File: config.mk
export PLATFORM = sky130hd
export DESIGN_NAME = flash_lock_ctrl
export DESIGN_NICKNAME = d
export VERILOG_FILES = /design/src/rtl/flp_pkg.sv /design/src/rtl/flp_decide.sv /design/src/rtl/flp_lock_bank.sv /design/src/rtl/flp_master_reg.sv /design/src/rtl/flash_lock_ctrl.sv
export SDC_FILE = /design/constraint.sdc
export NUM_CORES = 1
export LEC_CHECK = 0
export BUFFER_PORTS_ARGS = -buffer_cell sky130_fd_sc_hd__buf_2
export CORE_MARGIN = 5
export CORE_UTILIZATION = 54
export DETAILED_ROUTE_END_ITERATION = 7
export MAX_ROUTING_LAYER = met4
export PLACE_DENSITY_LB_ADDON = 0.3
export SYNTH_ARGS = -nofsm -noshare
export SYNTH_HDL_FRONTEND = slang
export SYNTH_SLANG_ARGS = --single-unit
File: constraint.sdc
create_clock -name clk -period 4.23 [get_ports clk]
set_input_delay 0.6345 -clock clk [delete_from_list [all_inputs] [get_ports clk]]
set_output_delay 0.6345 -clock clk [all_outputs]
set_load 0.01 [all_outputs]
File: src/rtl/flp_pkg.sv
package flp_pkg;

    typedef enum logic [1:0] {
        PIN_LOW   = 2'b00,
        PIN_HIGH  = 2'b01,
        PIN_BOOST = 2'b10,
        PIN_RSVD  = 2'b11
    } pin_e;

    typedef enum logic [2:0] {
        OP_IDLE     = 3'd0,
        OP_ERASE    = 3'd1,
        OP_PROG     = 3'd2,
        OP_LOCK_SET = 3'd3,
        OP_LOCK_CLR = 3'd4,
        OP_MSTR_SET = 3'd5,
        OP_RSV6     = 3'd6,
        OP_RSV7     = 3'd7
    } op_e;

    typedef struct packed {
        logic grant;
        logic deny;
    } resp_t;

    typedef struct packed {
        logic set_blk;
        logic clr_all;
        logic set_mstr;
    } upd_t;

    function automatic logic permit(input op_e op, input pin_e pin,
                                    input logic blk_locked,
                                    input logic mstr_locked,
                                    input logic in_range);
        logic boost;
        logic powered;
        boost   = (pin == PIN_BOOST);
        powered = (pin == PIN_HIGH) || boost;
        if (!powered) return 1'b0;
        case (op)
            OP_ERASE, OP_PROG:       return in_range && (boost || !blk_locked);
            OP_LOCK_SET:             return in_range && (boost || !mstr_locked);
            OP_LOCK_CLR:             return boost || !mstr_locked;
            OP_MSTR_SET:             return boost;
            default:                 return 1'b0;
        endcase
    endfunction

endpackage

File: src/rtl/flp_decide.sv
module flp_decide
    import flp_pkg::*;
#(
    parameter int NUM_BLOCKS = 16,
    localparam int IDX_W = (NUM_BLOCKS > 1) ? $clog2(NUM_BLOCKS) : 1
) (
    input  logic                  valid,
    input  logic [2:0]            op_raw,
    input  logic [IDX_W-1:0]      blk,
    input  logic [1:0]            pin_raw,
    input  logic [NUM_BLOCKS-1:0] locks,
    input  logic                  mstr,
    output logic                  allow,
    output upd_t                  upd
);
    logic blk_locked;
    logic in_range;
    op_e  op;

    assign op       = op_e'(op_raw);
    assign in_range = (32'(blk) < NUM_BLOCKS);

    always_comb begin
        blk_locked = 1'b0;
        for (int i = 0; i < NUM_BLOCKS; i++) begin
            if (32'(blk) == i) blk_locked = locks[i];
        end
    end

    always_comb begin
        allow        = valid && permit(op, pin_e'(pin_raw), blk_locked, mstr, in_range);
        upd.set_blk  = allow && (op == OP_LOCK_SET);
        upd.clr_all  = allow && (op == OP_LOCK_CLR);
        upd.set_mstr = allow && (op == OP_MSTR_SET);
    end
endmodule

File: src/rtl/flp_lock_bank.sv
module flp_lock_bank #(
    parameter int NUM_BLOCKS = 16,
    localparam int IDX_W = (NUM_BLOCKS > 1) ? $clog2(NUM_BLOCKS) : 1
) (
    input  logic                  clk,
    input  logic                  rst,
    input  logic                  set_en,
    input  logic [IDX_W-1:0]      set_idx,
    input  logic                  clr_all,
    output logic [NUM_BLOCKS-1:0] locks
);
    for (genvar g = 0; g < NUM_BLOCKS; g++) begin : g_bit
        always_ff @(posedge clk) begin
            if (rst)
                locks[g] <= 1'b0;
            else if (clr_all)
                locks[g] <= 1'b0;
            else if (set_en && (32'(set_idx) == g))
                locks[g] <= 1'b1;
        end
    end
endmodule

File: src/rtl/flp_master_reg.sv
module flp_master_reg (
    input  logic clk,
    input  logic rst,
    input  logic set_en,
    output logic mstr
);
    always_ff @(posedge clk) begin
        if (rst)
            mstr <= 1'b0;
        else if (set_en)
            mstr <= 1'b1;
    end
endmodule

File: src/rtl/flash_lock_ctrl.sv
module flash_lock_ctrl
    import flp_pkg::*;
#(
    parameter int NUM_BLOCKS = 16,
    localparam int IDX_W = (NUM_BLOCKS > 1) ? $clog2(NUM_BLOCKS) : 1
) (
    input  logic                  clk,
    input  logic                  rst,
    input  logic                  req_valid,
    input  logic [2:0]            req_op,
    input  logic [IDX_W-1:0]      req_blk,
    input  logic [1:0]            pin_lvl,
    output logic                  grant,
    output logic                  deny,
    output logic [NUM_BLOCKS-1:0] block_locks,
    output logic                  master_lock
);
    logic  allow;
    upd_t  upd;
    resp_t resp_q;

    flp_decide #(.NUM_BLOCKS(NUM_BLOCKS)) u_decide (
        .valid   (req_valid),
        .op_raw  (req_op),
        .blk     (req_blk),
        .pin_raw (pin_lvl),
        .locks   (block_locks),
        .mstr    (master_lock),
        .allow   (allow),
        .upd     (upd)
    );

    flp_lock_bank #(.NUM_BLOCKS(NUM_BLOCKS)) u_bank (
        .clk     (clk),
        .rst     (rst),
        .set_en  (upd.set_blk),
        .set_idx (req_blk),
        .clr_all (upd.clr_all),
        .locks   (block_locks)
    );

    flp_master_reg u_master (
        .clk    (clk),
        .rst    (rst),
        .set_en (upd.set_mstr),
        .mstr   (master_lock)
    );

    always_ff @(posedge clk) begin
        if (rst) begin
            resp_q <= '0;
        end else begin
            resp_q.grant <= allow;
            resp_q.deny  <= req_valid && !allow;
        end
    end

    assign grant = resp_q.grant;
    assign deny  = resp_q.deny;
endmodule

==> impl_results.md <==
- Run status: finished, final reports clean
- H-tree depth: 1
- Number of maximum-capacitance violations: 0
- Maximum number of pins on one net before global-route repair: 20
- Post-route insts no fill: 174
- Die X: 55.3 um
- Area growth from synthesis to layout: 12.5%
- Clock root buffer master: clkbuf_4
- Placed cell count: 170
- Number of hold-repair buffers added at the cts stage: 0
- Multi-input logic area: 633 um2
- DRC violation count after routing: 0
- RSZ-0062 raised after global routing: false
- Switching power: 88.0 uW
- Average vias per placed instance: 5.91
- Worst Setup Slack post-DPL: 1.90 ns
- Maximum vdd ir drop: 0.206 mV
- Count of instances resized after the clock tree is built: 0
- Upper clock frequency limit: 495 MHz
- Die Ht: 55.3 um
- Post-CTS setup buffers: 0
- Combinational power share: 15.5%
- Switching portion of total power: 27.3%
- Sequential cell area: 380 um2
- Required @ worst endpoint: 4.47 ns
- Power per cell area: 259 nW/um2
- Element type at the critical path end: flop
- Starting Density: 56.5%
- Fraction of the core area covered by cells at the end of the flow: 63.6%
- Drt wl/cell: 14.9 um
- Number of nets in the final layout: 161
- Clock network latency to the later pin of the worst-skew pair: 0.30 ns
- Remaining antenna violation count after routing: 0
- Share of power burned in the clock network: 28.5%
- Skew final: 0.0133 ns
- Final period utilization: 47.8%
- Flop and latch count out of synthesis: 19
- Initial drt markers: 29
- Final number of max-transition violations: 0
- Fill count: 195
- Avg Synthesized Cell Area: 9.09 um2
- Fraction of layout cells with a size suffix above 1: 33.3%
- Area of all placed cells without fillers: 1250 um2
- Placed Instance Area: 1220 um2
- Worst slew pin tran: 0.873 ns
- Antenna diodes: 0
- First-pass GRT wire length: 4400 um
- Tot GR Track Use: 18.2%
- Sequential group share of total power: 56.0%
- Worst Hold Slack: 0.487 ns
- Bufs on Longest Clock Path: 2
- Sum of routed wire length over all layers: 2590 um
- Cell area after synthesis: 1110 um2
- TritonCTS clock tree: built
- Net count of the mapped netlist: 135
- Synthesized instance count: 122
- Final setup viols: 0
- Ys flop type: dfxtp_1
- # IOs: 31
- Final hold violation count: 0
- Register clock-pin slew on the reported worst setup and hold paths: 0.12 ns
- Number of global-route vias before repair: 987
- Count of input and output buffers: 30
- Sequential cell area fraction in the yosys report: 34.3%
- Number of distinct library cells after synthesis: 50
- Slew HR: 41.6%
- Placed wire-length estimate after detailed placement: 2030 um
- Critical path data arrival time: 2.26 ns
- Number of detailed-routing iterations run before antenna repair: 4
- CP Launch Type: input pin
- Leakage component of the power: 0.549 nW
- Maximum fanout along the worst path: 14
- Synth warn: 0
- Fraction of registers with async set or reset after synthesis: 0%
- Congestion Overflow GR: 0
- Overall Power: 323 uW
- Standard cell core area: 1960 um2
- Floorplan row count: 16
- Final critical delay including setup and external delays: 2.02 ns
- Final setup slack of the worst path: 2.21 ns
- Min-Delay Path Class: flop to flop
- CTS sink count: 19
- Final weighted congestion in routability-driven placement: 0.850
- Number of enable flip-flop cells after synthesis: 0
- Total vias in the final route: 1028
- Cell internal pwr: 235 uW
- DIE AREA: 3060 um2
- Antenna violations before repair: 0
- Post-route setup TNS: 0 ns
- Total clock buffers created by CTS: 3
- Critical setup path kind: input pin to flop
## flip-flops by register name, indices dropped and copies added (netlist names)
name / count
deny: 1
u_master.mstr: 1
grant: 1
u_bank.locks: 16
## per-layer routing
metal  vias up  GRT usage (%)  share of wire (%)
met2        30           30.1                 49
met4         0           7.29                1.6
met1       490           22.2                 44
li1        504              -                  -
met3         4           2.33                5.9
met5         -              -                  0
## cell families after synthesis
family                   Yosys count  synth area share [%]
AND/OR/NAND/NOR                   46                  24.0
multiplexers                       7                  7.22
XOR/XNOR                           1                 0.790
adder cells (fa/ha/maj)            1                  1.13
AO/OA/AOI/OAI                     33                  23.9
flip-flops                        19                  34.3
buffers and inverters             15                  8.58
## power by group through the flow
stage / logic, mW / clock network (mW) / registers [mW]
after floorplan: 0.0389 / 0 / 0.186
after global placement: 0.0484 / 0 / 0.185
after detailed placement: 0.0497 / 0 / 0.185
after CTS: 0.0501 / 0.0953 / 0.181
after global routing: 0.0561 / 0.101 / 0.181
final: 0.0499 / 0.0919 / 0.181
## worst paths after layout
check,startpoint,endpoint,slack [ns],cells past startpoint
max,pin_lvl[0],u_bank.locks[12],2.21,7
min,u_bank.locks[4],u_bank.locks[4],0.49,2
max reg2reg,u_master.mstr,u_bank.locks[12],2.59,4
min reg2reg,u_bank.locks[4],u_bank.locks[4],0.49,2
## synthesized netlist by cell type (all sizes together), types with 2 or more instances
master	instances	area (um2)
dfxtp	19	380
nand2	13	51.3
nor2	8	30.0
buf	7	65.1
o21ai	7	35.0
inv	6	22.5
nand2b	6	45.0
a22o	5	43.8
mux2	5	60.1
a32o	3	30.0
nor3	3	15.0
a21oi	2	10.0
and3	2	12.5
and4	2	17.5
clkbuf	2	7.51
mux2i	2	20.0
nand3	2	10.0
nor4	2	12.5
nor4b	2	23.8
o22ai	2	12.5
o31ai	2	20.0
or3	2	17.5
## worst max-delay path, cell delays in order
cell and delay [ns]:
buf_2 0.08, inv_1 0.03, ha_1 0.25, nand2b_1 0.17
nor4b_2 0.17, nor2_1 0.67, a22o_1 0.26
## cells in the final DEF (no fill, tap or decap), types with 2 or more instances in the layout
master / count
nor4_1: 2
inv_1: 5
and3_1: 2
nor3_1: 3
a22o_1: 5
clkbuf_4: 3
mux2i_1: 2
mux2_2: 4
dfxtp_1: 19
and4_1: 2
nand2_1: 12
nand2b_1: 5
o21ai_0: 6
buf_2: 30
nand3_1: 2
a32o_1: 3
a21oi_1: 2
o22ai_1: 2
nor2_1: 8
## layout make-up
cell class	count	share of cell area (%)
well taps	27	2.71
clock inverters	1	0.401
multi-input cells	88	50.8
flip-flops and latches	19	30.5
clock buffers	3	1.81
inverters	6	1.81
repair buffers	30	12.0
(Power assumes the default switching activity.)
